===== config.mk =====
export PLATFORM = sky130hd
export DESIGN_NAME = lpstop_responder
export DESIGN_NICKNAME = d
export VERILOG_FILES = /design/src/rtl/lpstop_pkg.sv /design/src/rtl/lpstop_decode.sv /design/src/rtl/lpstop_sleep_ctl.sv /design/src/rtl/lpstop_clkstop.sv /design/src/rtl/lpstop_responder.sv
export SDC_FILE = /design/constraint.sdc
export NUM_CORES = 1
export LEC_CHECK = 0
export CAP_MARGIN = 20
export CORE_AREA = 2 2 62 64
export DETAILED_ROUTE_END_ITERATION = 8
export DIE_AREA = 0 0 64 66
export PLACE_DENSITY = 0.82
export SETUP_SLACK_MARGIN = 0.02
export SYNTH_ARGS = -nofsm -noshare
export SYNTH_HDL_FRONTEND = slang
export SYNTH_HIERARCHICAL = 1
export SYNTH_SLANG_ARGS = --single-unit

===== constraint.sdc =====
create_clock -name clk -period 2.8 [get_ports clk]
set_clock_uncertainty 0.2 [all_clocks]
set_input_delay 0.56 -clock clk [delete_from_list [all_inputs] [get_ports clk]]
set_output_delay 0.56 -clock clk [all_outputs]
set_load 0.01 [all_outputs]

===== src/rtl/lpstop_pkg.sv =====
package lpstop_pkg;

  typedef enum logic [1:0] {
    SLP_IDLE = 2'd0,
    SLP_HOLD = 2'd1,
    SLP_RUN  = 2'd2
  } slp_state_t;

  typedef enum logic [1:0] {
    TERM_NONE  = 2'd0,
    TERM_ACK   = 2'd1,
    TERM_RETRY = 2'd2,
    TERM_ERR   = 2'd3
  } term_kind_t;

endpackage


===== src/rtl/lpstop_decode.sv =====
module lpstop_decode
  import lpstop_pkg::*;
#(
  parameter int ADDR_W   = 32,
  parameter int DATA_W   = 16,
  parameter int TT_W     = 2,
  parameter int TM_W     = 3,
  parameter int BCAST_TT = 3,
  parameter int BCAST_TM = 0
) (
  input  logic              clk,
  input  logic              rst_n,
  input  logic              bus_start,
  input  logic              bus_write,
  input  logic [ADDR_W-1:0] bus_addr,
  input  logic [TT_W-1:0]   bus_ttype,
  input  logic [TM_W-1:0]   bus_tmod,
  input  logic [DATA_W-1:0] bus_data,
  input  logic              cfg_retry,
  output logic              take_evt,
  output logic              term_ack,
  output logic              term_retry,
  output logic              term_err,
  output logic [DATA_W-1:0] imm_data,
  output logic              imm_valid
);

  localparam logic [ADDR_W-1:0] ALL_ONES = {ADDR_W{1'b1}};
  localparam logic [TT_W-1:0]   TT_CODE  = TT_W'(BCAST_TT);
  localparam logic [TM_W-1:0]   TM_CODE  = TM_W'(BCAST_TM);

  function automatic logic sig_space(input logic [ADDR_W-1:0] a,
                                     input logic [TT_W-1:0]   tt);
    return (a == ALL_ONES) && (tt == TT_CODE);
  endfunction

  function automatic logic sig_exact(input logic                w,
                                     input logic [ADDR_W-1:0] a,
                                     input logic [TT_W-1:0]   tt,
                                     input logic [TM_W-1:0]   tm);
    return sig_space(a, tt) && w && (tm == TM_CODE);
  endfunction

  function automatic term_kind_t pick_term(input logic st,
                                           input logic exact,
                                           input logic space,
                                           input logic rty);
    if (!st)         return TERM_NONE;
    else if (exact)  return rty ? TERM_RETRY : TERM_ACK;
    else if (space)  return TERM_ERR;
    else             return TERM_NONE;
  endfunction

  logic       hit_exact;
  logic       hit_space;
  term_kind_t term_nxt;

  assign hit_exact = sig_exact(bus_write, bus_addr, bus_ttype, bus_tmod);
  assign hit_space = sig_space(bus_addr, bus_ttype);
  assign term_nxt  = pick_term(bus_start, hit_exact, hit_space, cfg_retry);
  assign take_evt  = (term_nxt == TERM_ACK);

  always_ff @(posedge clk) begin
    if (!rst_n) begin
      term_ack   <= 1'b0;
      term_retry <= 1'b0;
      term_err   <= 1'b0;
      imm_valid  <= 1'b0;
      imm_data   <= '0;
    end else begin
      term_ack   <= (term_nxt == TERM_ACK);
      term_retry <= (term_nxt == TERM_RETRY);
      term_err   <= (term_nxt == TERM_ERR);
      imm_valid  <= take_evt;
      if (take_evt) imm_data <= bus_data;
    end
  end

  AST_ONE_TERM: assert property (@(posedge clk) disable iff (!rst_n)
    $onehot0({term_ack, term_retry, term_err}));

  AST_TERM_AFTER_START: assert property (@(posedge clk) disable iff (!rst_n)
    (term_ack || term_retry || term_err) |-> $past(bus_start));

  AST_VALID_WITH_ACK: assert property (@(posedge clk) disable iff (!rst_n)
    imm_valid |-> term_ack);

  AST_DATA_STABLE: assert property (@(posedge clk) disable iff (!rst_n)
    !imm_valid && !$past(take_evt) |-> $stable(imm_data));

endmodule


===== src/rtl/lpstop_sleep_ctl.sv =====
module lpstop_sleep_ctl
  import lpstop_pkg::*;
#(
  parameter int PST_W      = 5,
  parameter int SLEEP_CODE = 'h16
) (
  input  logic             clk,
  input  logic             rst_n,
  input  logic             take_evt,
  input  logic [PST_W-1:0] proc_status,
  input  logic             wake,
  output logic             asleep,
  output logic             bus_grant,
  output logic             altm_hold,
  output logic             track_ovr
);

  localparam logic [PST_W-1:0] STOP_PST = PST_W'(SLEEP_CODE);

  function automatic slp_state_t next_state(input slp_state_t s,
                                            input logic       tk,
                                            input logic       wk,
                                            input logic       stopped);
    case (s)
      SLP_IDLE: return tk ? SLP_HOLD : SLP_IDLE;
      SLP_HOLD: return wk ? SLP_IDLE : (stopped ? SLP_RUN : SLP_HOLD);
      SLP_RUN:  return wk ? SLP_IDLE : SLP_RUN;
      default:  return SLP_IDLE;
    endcase
  endfunction

  slp_state_t state_q;
  slp_state_t state_d;
  logic       pst_stopped;

  assign pst_stopped = (proc_status == STOP_PST);
  assign state_d     = next_state(state_q, take_evt, wake, pst_stopped);

  always_ff @(posedge clk) begin
    if (!rst_n) state_q <= SLP_IDLE;
    else        state_q <= state_d;
  end

  assign asleep    = (state_q != SLP_IDLE);
  assign bus_grant = asleep;
  assign track_ovr = asleep;
  assign altm_hold = (state_q == SLP_HOLD);

  AST_ENTER_ON_TAKE: assert property (@(posedge clk) disable iff (!rst_n)
    (!asleep && take_evt) |=> altm_hold);

  AST_HOLD_IMPLIES_GRANT: assert property (@(posedge clk) disable iff (!rst_n)
    altm_hold |-> (bus_grant && track_ovr));

  AST_HOLD_RELEASE: assert property (@(posedge clk) disable iff (!rst_n)
    (altm_hold && pst_stopped && !wake) |=> (!altm_hold && bus_grant));

  AST_WAKE_CLEARS: assert property (@(posedge clk) disable iff (!rst_n)
    (asleep && wake) |=> !bus_grant);

endmodule


===== src/rtl/lpstop_clkstop.sv =====
module lpstop_clkstop #(
  parameter int PST_W      = 5,
  parameter int SLEEP_CODE = 'h16,
  parameter int STREAK_N   = 2
) (
  input  logic             clk,
  input  logic             rst_n,
  input  logic             asleep,
  input  logic [PST_W-1:0] proc_status,
  input  logic             clk_low,
  input  logic             wake,
  output logic             stop_req,
  output logic             clk_stop
);

  localparam int              CNT_W    = $clog2(STREAK_N + 1);
  localparam logic [CNT_W-1:0] CNT_TOP = CNT_W'(STREAK_N);
  localparam logic [PST_W-1:0] STOP_PST = PST_W'(SLEEP_CODE);

  function automatic logic [CNT_W-1:0] bump(input logic [CNT_W-1:0] c,
                                            input logic              hit);
    if (!hit)             return '0;
    else if (c == CNT_TOP) return c;
    else                  return c + 1'b1;
  endfunction

  logic [CNT_W-1:0] streak_q;
  logic [CNT_W-1:0] streak_d;
  logic             pst_hit;
  logic             clear_all;
  logic             req_form;
  logic             gate_now;

  assign pst_hit   = (proc_status == STOP_PST);
  assign clear_all = !asleep || wake;
  assign streak_d  = bump(streak_q, pst_hit);
  assign req_form  = (streak_d == CNT_TOP);
  assign gate_now  = stop_req && clk_low;

  always_ff @(posedge clk) begin
    if (!rst_n) begin
      streak_q <= '0;
      stop_req <= 1'b0;
      clk_stop <= 1'b0;
    end else if (clear_all) begin
      streak_q <= '0;
      stop_req <= 1'b0;
      clk_stop <= 1'b0;
    end else begin
      streak_q <= streak_d;
      if (req_form) stop_req <= 1'b1;
      if (gate_now) clk_stop <= 1'b1;
    end
  end

  AST_STOP_ON_LOW: assert property (@(posedge clk) disable iff (!rst_n)
    $rose(clk_stop) |-> $past(clk_low));

  AST_STOP_NEEDS_REQ: assert property (@(posedge clk) disable iff (!rst_n)
    clk_stop |-> stop_req);

  AST_REQ_STICKY: assert property (@(posedge clk) disable iff (!rst_n)
    (stop_req && asleep && !wake) |=> stop_req);

  AST_STOP_STICKY: assert property (@(posedge clk) disable iff (!rst_n)
    (clk_stop && !wake) |=> clk_stop);

endmodule


===== src/rtl/lpstop_responder.sv =====
module lpstop_responder #(
  parameter int ADDR_W     = 32,
  parameter int DATA_W     = 16,
  parameter int TT_W       = 2,
  parameter int TM_W       = 3,
  parameter int PST_W      = 5,
  parameter int BCAST_TT   = 3,
  parameter int BCAST_TM   = 0,
  parameter int SLEEP_CODE = 'h16,
  parameter int STREAK_N   = 2
) (
  input  logic              clk,
  input  logic              rst_n,
  input  logic              bus_start,
  input  logic              bus_write,
  input  logic [ADDR_W-1:0] bus_addr,
  input  logic [TT_W-1:0]   bus_ttype,
  input  logic [TM_W-1:0]   bus_tmod,
  input  logic [DATA_W-1:0] bus_data,
  input  logic              cfg_retry,
  input  logic [PST_W-1:0]  proc_status,
  input  logic              clk_low,
  input  logic              wake,
  output logic              term_ack,
  output logic              term_retry,
  output logic              term_err,
  output logic [DATA_W-1:0] imm_data,
  output logic              imm_valid,
  output logic              bus_grant,
  output logic              altm_hold,
  output logic              track_ovr,
  output logic              clk_stop
);

  logic take_evt;
  logic asleep;
  logic stop_req;

  lpstop_decode #(
    .ADDR_W(ADDR_W), .DATA_W(DATA_W), .TT_W(TT_W), .TM_W(TM_W),
    .BCAST_TT(BCAST_TT), .BCAST_TM(BCAST_TM)
  ) u_dec (
    .clk(clk), .rst_n(rst_n),
    .bus_start(bus_start), .bus_write(bus_write), .bus_addr(bus_addr),
    .bus_ttype(bus_ttype), .bus_tmod(bus_tmod), .bus_data(bus_data),
    .cfg_retry(cfg_retry),
    .take_evt(take_evt),
    .term_ack(term_ack), .term_retry(term_retry), .term_err(term_err),
    .imm_data(imm_data), .imm_valid(imm_valid)
  );

  lpstop_sleep_ctl #(
    .PST_W(PST_W), .SLEEP_CODE(SLEEP_CODE)
  ) u_slp (
    .clk(clk), .rst_n(rst_n),
    .take_evt(take_evt), .proc_status(proc_status), .wake(wake),
    .asleep(asleep), .bus_grant(bus_grant), .altm_hold(altm_hold),
    .track_ovr(track_ovr)
  );

  lpstop_clkstop #(
    .PST_W(PST_W), .SLEEP_CODE(SLEEP_CODE), .STREAK_N(STREAK_N)
  ) u_cks (
    .clk(clk), .rst_n(rst_n),
    .asleep(asleep), .proc_status(proc_status), .clk_low(clk_low),
    .wake(wake), .stop_req(stop_req), .clk_stop(clk_stop)
  );

  AST_RETRY_NO_ENTRY: assert property (@(posedge clk) disable iff (!rst_n)
    (term_retry && !$past(asleep)) |-> !bus_grant);

  AST_ERR_NO_ENTRY: assert property (@(posedge clk) disable iff (!rst_n)
    (term_err && !$past(asleep)) |-> !bus_grant);

  AST_STOP_ONLY_ASLEEP: assert property (@(posedge clk) disable iff (!rst_n)
    clk_stop |-> (bus_grant && !altm_hold));

endmodule


==> results.txt <==
----------------------------------------------------
[Routing]
  Total met3 wirelength after detailed routing ... 185 um
  Uppermost signal routing layer after detailed routing ... met4
  Iteration count of the initial detailed-routing pass ... 4
  Antenna viol nets, final ... 0
  Ratio of routed vias to standard cells ... ~4.6
  WL per Instance ... 10.8 um
  Vias post-DR ... 1,199
  Met1 routed wirelength after detailed routing ... 1140 um
  DR iter-0 viols ... 63
  Final WL ... 2820 um
  DRC violation count after routing ... 0
  Met2 Routed Length ... 1460 um

[Clock tree]
  Clk slew on worst S/H paths ... 130 ps
  Post-CTS Hold Buffers ... 0
  Number of buffers on the longest clock path ... 2
  Clock latency reported for the late side of the worst-skew pair ... 300 ps
  Buffers inserted during post-CTS setup optimization ... 0
  Number of buffers created by CTS ... 3
  CTS H-Tree Depth ... 1
  TritonCTS clock tree ... built
  Clock root buffer ... clkbuf_4
  Num Clock Sinks ... 25
  Post-cts repair resize count ... 0

[Floorplanning]
  Die H ... 66 um
  CORE AREA ... 3550 sq um
  Cell row count ... 22
  Die Area ... 4220 sq um
  Floorplan die width ... 64 um
  Initial Utilization ... 35.3%
  Top-level port count ... 89

[Timing]
  Final period demand of the worst path ... 2240 ps
  Max Transition Viols Final ... 0
  Hold violation total from the final report ... 0
  Unrepaired setup endpoints after global routing ... no
  Measured slew at the worst slew-check pin ... between 400 and 500 ps
  Period utilisation layout ... between 70% and 80%
  Sum Neg Setup Slack ... 0 ps
  Setup violation total in the final timing report ... 0
  Worst setup slack after layout ... around 560 ps
  Max Clk Rate ... roughly 450 MHz
  Headroom to the max-slew limit ... 66.6%

[Yosys]
  Register area share after synthesis ... 39.9%
  Top post-synthesis cells by area ... dfxtp_1, mux2i_1, nand2_1, nand4_1, buf_12
  Top-area cell type share of the netlist area ... roughly two fifths
  Mean cell area of the mapped netlist ... approximately 9.7 sq um
  Area leader, netlist ... dfxtp_1
  Number of enable-type register cells in the synthesized netlist ... 0
  Post-synth net total ... 195
  Register bit total from synthesis ... 25
  Count of yosys warnings during synthesis ... 6
  FFs w/ async S/R, synth ... 0%
  Most frequently used flop master after synthesis ... dfxtp_1
  Count of cell types in the netlist ... 36
  Number of instances in the synthesized netlist ... 129
  Summed instance area of the synthesized netlist ... ~1300 sq um

[Power]
  Leakage power ... 0.762 nW
  P per Cell Area ... 295 nW/um^2
  Largest voltage drop on the vdd net ... roughly 0.15 mV
  Total power of the final layout ... 0.633 mW

[Worst setup path]
  Worst r2r src ... u_cks/streak_q[0]$_SDFF_PP0_
  Endpoint kind of the worst setup timing path ... output port
  CP Launch Point ... u_slp/state_q[0]$_SDFF_PN0_
  Required time of the critical path ... 2040 ps
  Maximum fanout along the worst path ... 4
  R2R Setup Slk ... 1470 ps
  Critical path endpoint ... bus_grant
  Destination of the worst register-to-register timing path ... u_cks/stop_req$_SDFFE_PP0N_
  Kind of launch point of the worst setup path ... flip-flop
  Crit path DAT ... around 1500 ps
  Crit Path Class ... reg2out
  Cell depth of the worst flop-to-flop path ... 5

[Layout]
  Share of layout cells above drive strength 1 ... 8.41%
  Multi-input combinational cell area ... between 600 and 700 sq um
  Count of placed standard cells in the final layout, fillers left out ... 262
  Ant. Diodes ... 0
  Number of nets in the layout ... 281
  Area of all placed cells without fillers ... 2140 sq um
  Layout overhead on the synthesized area ... 71.0%
  Number of fillers in the final layout ... 317
  Register area ... approximately 500 sq um

[Placed design]
  Setup Slack @ Placement ... 226 ps
  Post-placement cell area ... 2120 sq um
  Estimated wirelength of the detail-placed design ... 2340 um
  Port-buffer cells ... slightly below 90
  Last weighted congestion value of the routability-driven placer ... 0.668
  Cell count after placement ... 258

[Global routing]
  Total global routing overflow ... 0
  Via count of the first global-routing pass ... 1,260
  Global-route wire length before repair ... between 4000 and 5000 um
  GRT Resource Usage Total ... between 10% and 20%
  Initial antenna violation count ... 0
  Pin count of the biggest net entering global routing ... 18

[Run]
  Max Cap Violations ... 0

[Run status]
  Result of the run ... completed

[Hold path]
  Type of the tightest min-delay check ... reg2reg

----------------------------------------------------
-- state kept, by name, summed over array words and instances, names as in the netlist --
signal            flops
u_cks/stop_req        1
u_dec/term_err        1
u_cks/clk_stop        1
u_dec/imm_valid       1
u_cks/streak_q        2
u_dec/term_retry      1
u_dec/imm_data       16
u_slp/state_q         2
-- report_power, final --
| part | internal (mW) | total (mW) | switching (mW) |
|---|---|---|---|
| sequential | 0.356 | 0.356 | 0.000000000000420 |
| combinational | 0.0895 | 0.122 | 0.0329 |
| clock | 0.0555 | 0.155 | 0.0991 |
-- metal layers --
layer	GRT usage, %	vias up
met3	1.36	2
met2	28.0	58
met1	16.3	528
met5	0	-
li1	-	611
met4	4.89	0
-- cells in the mapped netlist (2+ instances only) --
library cell and count:
nand2_1 35, dfxtp_1 25, mux2i_1 16, nand4_1 7, nor2_1 4, buf_4 3
dlygate4sd1_1 3, inv_1 3, and2_1 2, buf_12 2, nand2b_4 2, nand4_2 2
nor3_1 2
-- cells by family (layout without fill, tap and decap cells) --
family	after synthesis	in the layout	synth area share, %
AND/OR/NAND/NOR	71	71	35.9
flip-flops	25	25	39.9
multiplexers	16	16	12.8
buffers and inverters	12	97	8.28
AO/OA/AOI/OAI	4	4	2.09
adder cells (fa/ha/maj)	1	1	0.998
-- cell type report --
class | count | share of cell area (%)
flip-flops and latches | 25 | 23.4
repair buffers | 90 | 41.8
multi-input cells | 92 | 30.3
inverters | 3 | 0.525
clock buffers | 4 | 1.23
well taps | 48 | 2.80
-- layout by cell type (no fill, tap or decap), types with 2 or more instances in the layout --
cell type        netlist  routed
dfxtp_1               25      25
nor2_1                 4       4
clkbuf_4               0       3
mux2i_1               16      16
nand4_1                7       7
nand2_1               35      35
nand2b_4               2       2
nor3_1                 2       2
nand4_2                2       2
and2_1                 2       2
clkdlybuf4s50_1        0      88
buf_4                  3       2
inv_1                  3       3
-- per-stage QoR --
stage	hold WS, ps	util (%)
detailed placement	249	59.6
finish	265	60.4
global placement	243	59.6
CTS	267	60.4
floorplan	256	-
global route	291	60.4
-- how the worst min path moves through the flow --
| stage | startpoint | end | slack [ps] | depth (start not counted) |
|---|---|---|---|---|
| after floorplan | u_cks/stop_req$_SDFFE_PP0N_ | u_cks/clk_stop$_SDFFE_PP0P_ | 260 | 2 |
| after global placement | u_dec/imm_data[15]$_SDFFE_PN0N_ | u_dec/imm_data[15]$_SDFFE_PN0N_ | 240 | 2 |
| after detailed placement | u_dec/imm_data[12]$_SDFFE_PN0N_ | u_dec/imm_data[12]$_SDFFE_PN0N_ | 250 | 2 |
| after CTS | u_dec/imm_data[12]$_SDFFE_PN0N_ | u_dec/imm_data[12]$_SDFFE_PN0N_ | 270 | 2 |
| after global routing | u_dec/imm_data[12]$_SDFFE_PN0N_ | u_dec/imm_data[12]$_SDFFE_PN0N_ | 290 | 2 |
| final | u_dec/imm_data[12]$_SDFFE_PN0N_ | u_dec/imm_data[12]$_SDFFE_PN0N_ | 270 | 2 |
-- worst max-delay path, cell delays in order (launching register included) --
cell and delay [ps]:
dfxtp_1 350, or2_2 340, clkdlybuf4s50_1 490
No activity file was read; power rests on OpenSTA's default activity.
